### config.mk
export PLATFORM = sky130hd
export DESIGN_NAME = eeprom_cfg_loader
export DESIGN_NICKNAME = d
export VERILOG_FILES = /design/src/rtl/cfgld_pkg.sv /design/src/rtl/cfgld_shifter.sv /design/src/rtl/cfgld_seq.sv /design/src/rtl/cfgld_unpack.sv /design/src/rtl/eeprom_cfg_loader.sv
export SDC_FILE = /design/constraint.sdc
export NUM_CORES = 1
export LEC_CHECK = 0
export BUFFER_PORTS_ARGS = -buffer_cell sky130_fd_sc_hd__buf_4
export CORE_UTILIZATION = 56
export CTS_CLUSTER_DIAMETER = 120
export DETAILED_ROUTE_END_ITERATION = 8
export HOLD_SLACK_MARGIN = 0.08
export PLACE_DENSITY = 0.86
export SLEW_MARGIN = 10
export SYNTH_ARGS = -nofsm -noshare
export SYNTH_HDL_FRONTEND = slang
export SYNTH_SLANG_ARGS = --single-unit
### constraint.sdc
create_clock -name clk -period 4.8 [get_ports clk]
set_input_delay 0.72 -clock clk [delete_from_list [all_inputs] [get_ports clk]]
set_output_delay 0.72 -clock clk [all_outputs]
set_load 0.005 [all_outputs]
### src/rtl/cfgld_pkg.sv
`timescale 1ns/1ps
package cfgld_pkg;
  localparam int DATA_W     = 16;
  localparam int ADDR_W     = 6;
  localparam int N_WORDS    = 14;
  localparam int N_DEV      = 5;
  localparam int N_MAP      = 5;
  localparam int CMD_W      = 3 + ADDR_W;
  localparam int FRAME_BITS = CMD_W + 1 + DATA_W;
  localparam int IDX_W      = $clog2(N_WORDS);
  localparam logic [2:0] OP_READ = 3'b110;

  typedef enum logic [1:0] {SH_IDLE, SH_LOW, SH_HIGH, SH_GAP} sh_state_e;

  function automatic logic [CMD_W-1:0] read_cmd(input logic [ADDR_W-1:0] a);
    return {OP_READ, a};
  endfunction

  // 3-bit size of device d, packed from the top of the word downward
  function automatic logic [2:0] size_field(input logic [DATA_W-1:0] w, input int d);
    return w[15-3*d -: 3];
  endfunction

  // 4-bit IRQ level of device d (0..3), packed from the top downward
  function automatic logic [3:0] irq_field(input logic [DATA_W-1:0] w, input int d);
    return w[15-4*d -: 4];
  endfunction

  // 3-bit remap entry of channel c, packed from bit 0 upward
  function automatic logic [2:0] map_field(input logic [DATA_W-1:0] w, input int c);
    return w[3*c +: 3];
  endfunction
endpackage

### src/rtl/cfgld_shifter.sv
`timescale 1ns/1ps
module cfgld_shifter
  import cfgld_pkg::*;
#(
  parameter int SK_DIV = 4
)(
  input  logic              clk,
  input  logic              rst_n,
  input  logic              start,
  input  logic [ADDR_W-1:0] addr,
  input  logic              sd_in,
  output logic              idle,
  output logic              word_valid,
  output logic [DATA_W-1:0] word_data,
  output logic              cs,
  output logic              sk,
  output logic              sd_out
);
  localparam int CNT_W = (SK_DIV > 1) ? $clog2(SK_DIV) : 1;
  localparam int BIT_W = $clog2(FRAME_BITS);
  localparam logic [CNT_W-1:0] CNT_LAST  = CNT_W'(SK_DIV - 1);
  localparam logic [BIT_W-1:0] BIT_LAST  = BIT_W'(FRAME_BITS - 1);
  localparam logic [BIT_W-1:0] BIT_DATA0 = BIT_W'(CMD_W + 1);
  localparam logic [BIT_W-1:0] BIT_DUMMY = BIT_W'(CMD_W);

  sh_state_e         st;
  logic [CNT_W-1:0]  div_cnt;
  logic [BIT_W-1:0]  bitn;
  logic [CMD_W-1:0]  cmd_sh;
  logic [DATA_W-1:0] shreg;
  logic              tick;      // half-period boundary of the serial clock
  logic              sample_en; // this rising edge carries a data bit

  assign tick      = (div_cnt == CNT_LAST);
  assign sample_en = (st == SH_LOW) && tick && (bitn >= BIT_DATA0);
  assign idle      = (st == SH_IDLE);
  assign word_data = shreg;

  always_ff @(posedge clk or negedge rst_n) begin
    if (!rst_n) begin
      st <= SH_IDLE; div_cnt <= '0; bitn <= '0; cmd_sh <= '0; shreg <= '0;
      cs <= 1'b0; sk <= 1'b0; sd_out <= 1'b0; word_valid <= 1'b0;
    end else begin
      word_valid <= 1'b0;
      case (st)
        SH_IDLE: begin
          div_cnt <= '0;
          if (start) begin
            cmd_sh <= read_cmd(addr);
            sd_out <= read_cmd(addr)[CMD_W-1];
            bitn   <= '0;
            cs     <= 1'b1;
            sk     <= 1'b0;
            st     <= SH_LOW;
          end
        end
        SH_LOW: begin
          if (tick) begin
            div_cnt <= '0;
            sk      <= 1'b1;
            st      <= SH_HIGH;
            if (sample_en) shreg <= {shreg[DATA_W-2:0], sd_in};
          end else begin
            div_cnt <= div_cnt + 1'b1;
          end
        end
        SH_HIGH: begin
          if (tick) begin
            div_cnt <= '0;
            sk      <= 1'b0;
            if (bitn == BIT_LAST) begin
              cs         <= 1'b0;
              sd_out     <= 1'b0;
              word_valid <= 1'b1;
              st         <= SH_GAP;
            end else begin
              bitn   <= bitn + 1'b1;
              cmd_sh <= cmd_sh << 1;
              sd_out <= cmd_sh[CMD_W-2];
              st     <= SH_LOW;
            end
          end else begin
            div_cnt <= div_cnt + 1'b1;
          end
        end
        default: begin // SH_GAP: select held low for one half period
          if (tick) begin
            div_cnt <= '0;
            st      <= SH_IDLE;
          end else begin
            div_cnt <= div_cnt + 1'b1;
          end
        end
      endcase
    end
  end

  AST_SK_IN_FRAME: assert property (@(posedge clk) disable iff (!rst_n)
    sk |-> cs);
  AST_DI_QUIET: assert property (@(posedge clk) disable iff (!rst_n)
    (cs && bitn >= BIT_DUMMY) |-> !sd_out);
  AST_SK_HOLD: assert property (@(posedge clk) disable iff (!rst_n)
    ((st == SH_LOW || st == SH_HIGH) && !tick) |=> $stable(sk));
  AST_START_WHEN_IDLE: assert property (@(posedge clk) disable iff (!rst_n)
    (start && !idle) |-> cs);
endmodule

### src/rtl/cfgld_seq.sv
`timescale 1ns/1ps
module cfgld_seq
  import cfgld_pkg::*;
(
  input  logic                      clk,
  input  logic                      rst_n,
  input  logic                      eng_idle,
  input  logic                      word_valid,
  input  logic [DATA_W-1:0]         word_data,
  output logic                      start,
  output logic [ADDR_W-1:0]         addr,
  output logic [N_WORDS*DATA_W-1:0] words,
  output logic                      loaded
);
  localparam logic [IDX_W-1:0] IDX_LAST = IDX_W'(N_WORDS - 1);

  logic [IDX_W-1:0]  idx;
  logic [DATA_W-1:0] wbuf [N_WORDS];
  logic              last_word; // the word being completed is the final one

  assign last_word = word_valid && (idx == IDX_LAST);
  assign start     = eng_idle && !loaded;
  assign addr      = ADDR_W'(idx);

  always_ff @(posedge clk or negedge rst_n) begin
    if (!rst_n) begin
      idx    <= '0;
      loaded <= 1'b0;
    end else if (word_valid && !loaded) begin
      if (last_word) loaded <= 1'b1;
      else           idx    <= idx + 1'b1;
    end
  end

  for (genvar k = 0; k < N_WORDS; k++) begin : g_word
    always_ff @(posedge clk or negedge rst_n) begin
      if (!rst_n)                                 wbuf[k] <= '0;
      else if (word_valid && !loaded && idx == IDX_W'(k)) wbuf[k] <= word_data;
    end
    assign words[k*DATA_W +: DATA_W] = wbuf[k];
  end

  AST_IDX_STEP: assert property (@(posedge clk) disable iff (!rst_n)
    (word_valid && !loaded && idx != IDX_LAST) |=> (idx == $past(idx) + 1'b1));
  AST_LOADED_STICKY: assert property (@(posedge clk) disable iff (!rst_n)
    loaded |=> loaded);
  AST_NO_START_AFTER: assert property (@(posedge clk) disable iff (!rst_n)
    loaded |-> !start);
endmodule

### src/rtl/cfgld_unpack.sv
`timescale 1ns/1ps
module cfgld_unpack
  import cfgld_pkg::*;
(
  input  logic [N_WORDS*DATA_W-1:0] words,
  input  logic                      loaded,
  output logic [15:0]               mem_base0,
  output logic [15:0]               mem_base1,
  output logic [15:0]               mem_top0,
  output logic [15:0]               mem_top1,
  output logic [N_DEV*16-1:0]       io_base,
  output logic [N_DEV*3-1:0]        io_size,
  output logic [N_DEV*4-1:0]        irq_lvl,
  output logic [5:0]                dma_chan,
  output logic [N_DEV-1:0]          dev_active,
  output logic [2:0]                oe0_cfg,
  output logic [2:0]                oe1_cfg,
  output logic                      mode,
  output logic [N_MAP*3-1:0]        dma_map
);
  logic [DATA_W-1:0] w [N_WORDS];
  for (genvar k = 0; k < N_WORDS; k++) begin : g_split
    assign w[k] = words[k*DATA_W +: DATA_W];
  end

  logic mem_en;  // memory words take effect only in mode 0
  logic wide_en; // devices 2..4 and extra channels take effect only in mode 1
  assign mode    = loaded && w[12][4];
  assign mem_en  = loaded && !mode;
  assign wide_en = loaded && mode;

  assign mem_base0 = mem_en ? w[0] : '0;
  assign mem_base1 = mem_en ? w[1] : '0;
  assign mem_top0  = mem_en ? w[2] : '0;
  assign mem_top1  = mem_en ? w[3] : '0;

  for (genvar d = 0; d < N_DEV; d++) begin : g_dev
    logic en;
    if (d < 2) begin : g_base_dev
      assign en = loaded;
    end else begin : g_wide_dev
      assign en = wide_en;
    end
    assign io_base[16*d +: 16] = en ? w[4+d] : '0;
    assign io_size[3*d +: 3]   = en ? size_field(w[9], d) : '0;
    assign dev_active[d]       = en && w[12][15-d];
    if (d < 4) begin : g_irq_a
      assign irq_lvl[4*d +: 4] = en ? irq_field(w[10], d) : '0;
    end else begin : g_irq_b
      assign irq_lvl[4*d +: 4] = en ? w[11][15:12] : '0;
    end
  end

  for (genvar c = 0; c < N_MAP; c++) begin : g_map
    if (c == 0) begin : g_map0
      assign dma_map[3*c +: 3] = loaded ? map_field(w[13], c) : '0;
    end else begin : g_mapn
      assign dma_map[3*c +: 3] = wide_en ? map_field(w[13], c) : '0;
    end
  end

  assign dma_chan = loaded ? {w[11][8:6], w[11][11:9]} : '0;
  assign oe0_cfg  = loaded ? w[12][10:8] : '0;
  assign oe1_cfg  = wide_en ? w[12][7:5] : '0;

  logic unused_bits;
  assign unused_bits = ^{w[9][0], w[11][5:0], w[12][3:0], w[13][15]};
endmodule

### src/rtl/eeprom_cfg_loader.sv
`timescale 1ns/1ps
module eeprom_cfg_loader
  import cfgld_pkg::*;
#(
  parameter int SK_DIV = 4
)(
  input  logic        clk,
  input  logic        rst_n,
  output logic        ee_cs,
  output logic        ee_sk,
  output logic        ee_di,
  input  logic        ee_do,
  output logic        cfg_done,
  output logic [15:0] mem_base0,
  output logic [15:0] mem_base1,
  output logic [15:0] mem_top0,
  output logic [15:0] mem_top1,
  output logic [79:0] io_base,
  output logic [14:0] io_size,
  output logic [19:0] irq_lvl,
  output logic [5:0]  dma_chan,
  output logic [4:0]  dev_active,
  output logic [2:0]  oe0_cfg,
  output logic [2:0]  oe1_cfg,
  output logic        cfg_mode,
  output logic [14:0] dma_map
);
  logic                      eng_idle, word_valid, start;
  logic [DATA_W-1:0]         word_data;
  logic [ADDR_W-1:0]         addr;
  logic [N_WORDS*DATA_W-1:0] words;

  cfgld_shifter #(.SK_DIV(SK_DIV)) u_shift (
    .clk(clk), .rst_n(rst_n), .start(start), .addr(addr), .sd_in(ee_do),
    .idle(eng_idle), .word_valid(word_valid), .word_data(word_data),
    .cs(ee_cs), .sk(ee_sk), .sd_out(ee_di));

  cfgld_seq u_seq (
    .clk(clk), .rst_n(rst_n), .eng_idle(eng_idle), .word_valid(word_valid),
    .word_data(word_data), .start(start), .addr(addr), .words(words),
    .loaded(cfg_done));

  cfgld_unpack u_unpack (
    .words(words), .loaded(cfg_done),
    .mem_base0(mem_base0), .mem_base1(mem_base1),
    .mem_top0(mem_top0), .mem_top1(mem_top1),
    .io_base(io_base), .io_size(io_size), .irq_lvl(irq_lvl),
    .dma_chan(dma_chan), .dev_active(dev_active),
    .oe0_cfg(oe0_cfg), .oe1_cfg(oe1_cfg), .mode(cfg_mode), .dma_map(dma_map));

  AST_QUIET_UNTIL_DONE: assert property (@(posedge clk) disable iff (!rst_n)
    !cfg_done |-> ({mem_base0, mem_base1, mem_top0, mem_top1, io_base, io_size,
                    irq_lvl, dma_chan, dev_active, oe0_cfg, oe1_cfg, cfg_mode,
                    dma_map} == '0));
  AST_LINK_IDLE_DONE: assert property (@(posedge clk) disable iff (!rst_n)
    cfg_done |-> !ee_cs);
  AST_MODE1_MEM_ZERO: assert property (@(posedge clk) disable iff (!rst_n)
    (cfg_done && cfg_mode) |-> ({mem_base0, mem_base1, mem_top0, mem_top1} == '0));
  AST_MODE0_WIDE_ZERO: assert property (@(posedge clk) disable iff (!rst_n)
    (cfg_done && !cfg_mode) |-> (io_base[79:32] == '0 && oe1_cfg == '0 &&
                                 dma_map[14:3] == '0 && dev_active[4:2] == '0));
endmodule

==> metrics.txt, run 1 <==
status=complete, no violations; relative slew slack=25.9%; setup bufs post-CTS=0; kind of critical path=flip-flop to output pin; die width=145 um; Startpoint Class=flip-flop; Core Area=0.0198 mm^2; synth top area cells=dfrtp_1 (55%), mux2_2 (22%), and2_1 (6.8%); Reg clk slew, reported paths=60 ps; initial antenna violation count=0; Total Power=4.02 mW; Hold Slack=326 ps; htree depth=1; ys async rst share=100%; crit path cell chain=nor2b_4, and2_1, buf_4; Tmin final=3570 ps; GRT Total Usage=27.2%; Site Rows=51; Die Y=145 um; CTS max path bufs=3; total wire length=28.1 mm; Setup TNS=0 ps; Leakage Power=7.56 nW; post-synth top area cell=dfrtp_1; placed inst area=0.0132 mm^2; Final Skew=8.54 ps; ys flop type=dfrtp_1; post-synthesis sequential element count=254; post-DR wirelength/cell=21.0 um; share of layout cells above drive strength 1=48.0%; Initial Utilization=58.0%; HP Class=primary input to async pin; total clock sinks=254; I/O Pins=219; post-cts hold buffer count=0; worst slew pin tran=1110 ps; Distinct cells, synth=48; syn nets=891; PortBufs=218; share of the synthesized area in the top cell type=55.4%; Skew-Pair Late Insertion Delay=530 ps; max-slew violation total from the final report=0; Root Buffer=clkbuf_16; Post-synth EDFFs=0; Pre-antenna DRT Iters=5; final instance area=0.0139 mm^2; slowest CP cell=nor2b_4; fin crit share=74.4%; crit-path max FO=89; global placer's final weighted congestion=0.782; total number of vias=7576; IR drop worst, VDD=0.262 mV; most frequent cell after synthesis=dfrtp_1; CP Capture Type=output pin; placed cells=1296; DR DRC count=0; CTS tree=built; final non-filler cell total=1339; Post-Syn Instances=880; total gr overflow=0; crit-path leading delay family=simple AND/OR/NAND/NOR gates; synth-to-layout area growth=21.2%; Commonest cells post-synth=dfrtp_1 (254), mux2_2 (228), and2_1 (125); post-CTS sizing=0; nets=1069; maxcap violations=0; largest net degree at the start of global routing=133; initial drt markers=382; max incr delay on CP=1000 ps; arrival time at the worst endpoint=2850 ps; power per cell area=289 mW/mm^2; die area=0.0211 mm^2; Antenna Violating Nets Remaining=0; yosys warns=0; setup violators final=0; via/cell ratio=5.66; Mean Syn Cell Area=13.0 um^2; first-pass GRT wire length=45.0 mm; hold violation total from the final report=0; DP HPWL=17.6 mm; post-synthesis sequential area ratio=55.4%; vias in the first global route=7874; Num CTS Buffers=25; synthesized area=0.0115 mm^2; RSZ-0062 raised after global routing=no; FMAX=280 MHz; Buf/Inv on CP=1; Critical Path RT=4080 ps; Fill cells=1380
==> worst register-to-register path, cell delays in order, from the launching register on <==
cell and delay (ps):
dfrtp_4 720, buf_4 510, nand3b_1 410, nor2_1 880, mux2_2 430
==> flip-flops by register name (all words and copies together) (netlist names) <==
name / flops
u_shift.sd_out: 1
u_shift.cs: 1
u_seq.loaded: 1
u_shift.sk: 1
u_shift.st: 2
u_shift.div_cnt: 2
u_shift.word_valid: 1
u_shift.cmd_sh: 8
u_seq.words: 212
u_shift.word_data: 16
u_shift.bitn: 5
u_seq.idx: 4
==> through the flow <==
step | setup slack [ps] | utilization (%)
after global routing | 1040 | 70.3
after CTS | 1240 | 70.3
final | 1230 | 70.3
after detailed placement | 1790 | 66.5
after global placement | 1870 | 66.5
after floorplan | 2770 | -
==> layout make-up <==
type	count	area (um^2)	share of cell area [%]
multi-input combinational	547	4740	34.1
antenna	1	2.50	0.0180
clock buffer	37	721	5.18
tap	265	332	2.38
sequential	254	6360	45.7
clock inverter	5	32.5	0.234
timing repair buffer	222	1690	12.1
inverter	8	30.0	0.216
==> per-layer routing <==
| layer | wire length [um] | vias to the layer above | track usage, % |
|---|---|---|---|
| met3 | 2100 | 39 | 7.14 |
| met2 | 13200 | 277 | 43.2 |
| met5 | 0 | - | 0 |
| li1 | - | 3379 | - |
| met1 | 12200 | 3881 | 36.9 |
| met4 | 616 | 0 | 8.05 |
==> kinds of logic (layout without fill, tap and decap cells) <==
family                     after synthesis  after routing  share of synthesized area (%)
xor gates and xnor gates                 4              4                          0.305
adders and majority gates                8              8                          0.873
and+or+nand+nor                        276            276                           15.6
other                                    0              1                              0
muxes                                  232            232                           22.8
buffers and inverters                   79            272                           3.33
AOI/OAI and AO/OA                       27             27                           1.76
DFF                                    254            254                           55.4
==> where the power goes <==
group          switching (mW)  internal (mW)  total, mW  leakage (nW)
registers             0.00268           2.14       2.14          3.52
clock network           0.794           1.03       1.83         0.373
logic                  0.0407        0.00426     0.0450          3.67
total                   0.837           3.18       4.02          7.56
==> path summary, 6_finish.rpt <==
path,startpoint,end,slack (ps),depth (start not counted)
max,u_seq.loaded,mem_top0[0],1230,3
min,rst_n,u_seq.words[66],330,1
max reg2reg,u_seq.loaded,u_seq.words[201],1740,4
min reg2reg,u_shift.div_cnt[0],u_shift.div_cnt[0],460,1
max in group asynchronous,rst_n,u_seq.words[63],3370,2
min in group clk,ee_do,u_shift.word_data[0],440,2
==> cells in the final DEF, fill, tap and decap left out, types with 4 or more instances in the layout <==
| cell | Yosys | routed |
|---|---|---|
| a21oi_1 | 9 | 9 |
| and2_1 | 125 | 125 |
| and3_1 | 87 | 87 |
| buf_4 | 8 | 220 |
| clkbuf_1 | 49 | 7 |
| clkbuf_16 | 0 | 25 |
| clkbuf_8 | 0 | 5 |
| dfrtp_1 | 254 | 252 |
| ha_1 | 8 | 8 |
| inv_1 | 8 | 8 |
| mux2_2 | 228 | 228 |
| nand2_1 | 12 | 12 |
| nand2_2 | 7 | 7 |
| nor2_1 | 10 | 10 |
| nor2b_1 | 5 | 4 |
| nor3_4 | 4 | 4 |
(Power assumes the default switching activity.)
==> run 2: changes to the inputs <==
Settings changed: ABC_AREA set to 1, CORE_UTILIZATION 56 to 50, PLACE_DENSITY 0.86 to 0.81.
Clock period 4.8 ns to 2.9 ns, I/O delays scaled along.
==> run 2 against run 1 <==
  * Total power rose by 74%
  * Sequential share of layout area fell by 0.52 points
  * Final area rose by 1.1%
  * First-iteration DRC count rose by 58%
  * Non-clock buffer count rose by 12
  * Core utilization fell by 6.7 points
  * Register-to-register slack got worse by 920 ps
  * Critical path depth rose by 1
  * Die area rose by 11%
==> metrics.txt, run 2 <==
status=complete, no violations; CTS max path bufs=3 (unchanged); Core Area=0.0221 mm^2 (+12%); commonest non-fill, non-tap cell in the layout=nand2_1; max-slew violation total from the final report=0 (unchanged); FMAX=400 MHz; setup violators final=0 (unchanged); Die Y=153 um (+5.6%); Critical Path RT=2470 ps (-1610 ps); total clock sinks=254 (unchanged); Startpoint Class=flip-flop; synth-to-layout area growth=22.9%; Final Skew=10.2 ps (+1.67 ps); ys flop type=dfrtp_1; via/cell ratio=5.07 (-10%); max incr delay on CP=510 ps (-490 ps); hold violation total from the final report=0 (unchanged); arrival time at the worst endpoint=2060 ps (-790 ps); post-CTS sizing=0 (unchanged); GRT Total Usage=26.1% (-1.2 points); first-pass GRT wire length=48.4 mm (+7.5%); final instance area=0.0141 mm^2 (+1.1%); die area=0.0235 mm^2 (+11%); total number of vias=9741 (+29%); Root Buffer=clkbuf_16; post-synthesis sequential element count=254 (unchanged); Mean Syn Cell Area=7.91 um^2 (-39%); most frequent cell after synthesis=nand2_1; vias in the first global route=9274 (+18%); IR drop worst, VDD=0.421 mV (+61%); max reg flops=212 (unchanged); htree depth=1 (unchanged); CP Capture Type=output pin; post-synth top area cell=dfrtp_1; nets=1631 (+53%); CTS tree=built; global placer's final weighted congestion=0.835 (+6.7%); ys async rst share=100% (unchanged); crit-path max FO=60 (-33%); crit path cell chain=nand2_4, buf_4, nor2_1, buf_4; Pre-antenna DRT Iters=5 (unchanged); PortBufs=218 (unchanged); synth top area cells=dfrtp_1 (56%), nand2_1 (13%), o21ai_0 (8.6%); DP HPWL=19.8 mm (+13%); Antenna Violating Nets Remaining=0 (unchanged); fin crit share=86.2%; post-DR wirelength/cell=15.7 um (-25%); total gr overflow=0 (unchanged); relative slew slack=35.7% (+9.8 points); power per cell area=498 mW/mm^2 (+72%); HP Class=primary input to flip-flop; largest net degree at the start of global routing=70 (-47%); RSZ-0062 raised after global routing=no; syn nets=1457 (+64%); reg-to-reg startpoint=u_seq.idx[1]; worst slew pin tran=962 ps (-147 ps); Reg clk slew, reported paths=60 ps (about the same); most frequent CP cell=buf_4; commonest cells after routing, fill and taps aside=nand2_1 (397), dfrtp_1 (253), inv_1 (248); placed inst area=0.0132 mm^2 (+0.13%); CP startpoint=u_seq.loaded; yosys warns=0 (unchanged); initial drt markers=605 (+58%); Skew-Pair Late Insertion Delay=530 ps (about the same); maxcap violations=0 (unchanged); die width=153 um (+5.6%); Site Rows=54 (+5.9%); I/O Pins=219 (unchanged); Commonest cells post-synth=nand2_1 (398), dfrtp_1 (254), inv_1 (248); Tmin final=2500 ps; share of the synthesized area in the top cell type=55.6% (+0.17 points); Leakage Power=7.18 nW (-5.1%); slowest CP cell=nand2_4; Post-synth EDFFs=0 (unchanged); total wire length=30.2 mm (+7.4%); Distinct cells, synth=28 (-42%); share of layout cells above drive strength 1=18.3% (-30 points); synthesized area=0.0114 mm^2 (-0.31%); Setup TNS=0 ps (unchanged); initial antenna violation count=0 (unchanged); Worst Hold Launch=ee_do; Post-Syn Instances=1446 (+64%); Initial Utilization=51.8% (-6.2 points); Num CTS Buffers=26 (+4.0%); Antenna Cells=0 (-1); DR DRC count=0 (unchanged); post-synthesis sequential area ratio=55.6% (+0.17 points); kind of critical path=flip-flop to output pin
[run 2: changes by cell type after synthesis, sizes merged, moves of 24 or more]
cell   delta
and3     -87
nor2    +159
nand2   +383
inv     +244
o21ai   +243
buf      +24
mux2    -230
and2    -125
[run 2: path summary, 6_finish.rpt]
kind                                         to  slack [ps]  cells past startpoint
setup / recovery                    io_base[59]         400                      4
hold / removal             u_shift.word_data[0]         140                      3
setup reg to reg               u_seq.words[220]         820                      7
hold reg to reg              u_shift.div_cnt[0]         430                      1
max in group asynchronous      u_seq.words[159]        1660                      3
min in group asynchronous      u_seq.words[124]         480                      2
[run 2: per-stage QoR]
| stage | cells | utilization [%] | hold WS (ps) | total power, mW | setup slack (ps) |
|---|---|---|---|---|---|
| 6_report | 1920 | 63.6 | 145 | 7.00 | 401 |
| 5_1_grt | 1920 | 63.6 | 159 | 7.18 | 297 |
| 4_1_cts | 1920 | 63.6 | 134 | 7.03 | 386 |
| 3_5_place_dp | 1871 | 59.6 | 431 | 3.69 | 889 |
| 3_3_place_gp | 1871 | 59.6 | 423 | 3.69 | 983 |
| 2_1_floorplan | 1446 | - | 139 | 3.61 | 1260 |
[run 2: where the power goes]
group | switching (mW) | total (mW) | internal (mW)
registers | 0 | 3.54 | 3.54
logic | 0.0697 | 0.0814 | 0.0117
clock network | 1.36 | 3.38 | 2.02
total | 1.43 | 7.00 | 5.57
[run 2: routing by layer]
metal	wire length, um	GRT usage [%]	up-vias	share of wire [%]
li1	-	-	4674	-
met1	12900	35.1	4577	43
met2	14000	42.2	416	46
met3	2200	4.14	74	7.3
met4	1140	10.7	0	3.8
met5	0	0	-	0
[run 2: final cells by class]
cell class / instances / area (um^2)
fill: 1829 / 8040
sequential: 254 / 6360
multi-input combinational: 852 / 3730
timing repair buffer: 234 / 1790
inverter: 252 / 946
clock buffer: 42 / 822
tap: 280 / 350
clock inverter: 6 / 57.6
[run 2: logic make-up (layout without fill, tap and decap cells)]
kind of cell	count (synthesis)	after routing	share of synthesized area, %
xor gates and xnor gates	2	2	0.153
adders and majority gates	8	8	0.875
buffers and inverters	340	534	11.8
DFF	254	254	55.6
AOI/OAI and AO/OA	248	248	10.9
and+or+nand+nor	594	594	20.7
[run 2: repair_timing]
| action | in CTS | in global routing |
|---|---|---|
| endpoints found under the setup margin | 0 | 0 |
| hold buffers | 1 | 0 |
| buffers inserted | 0 | 0 |
| hold endpoints to repair | 64 | 0 |
[run 2: worst max-delay path: cells and delay by family, from the launching register on]
family	cells	cell delay, ps
flops	1	490
simple gates	2	580
buf+inv	2	440
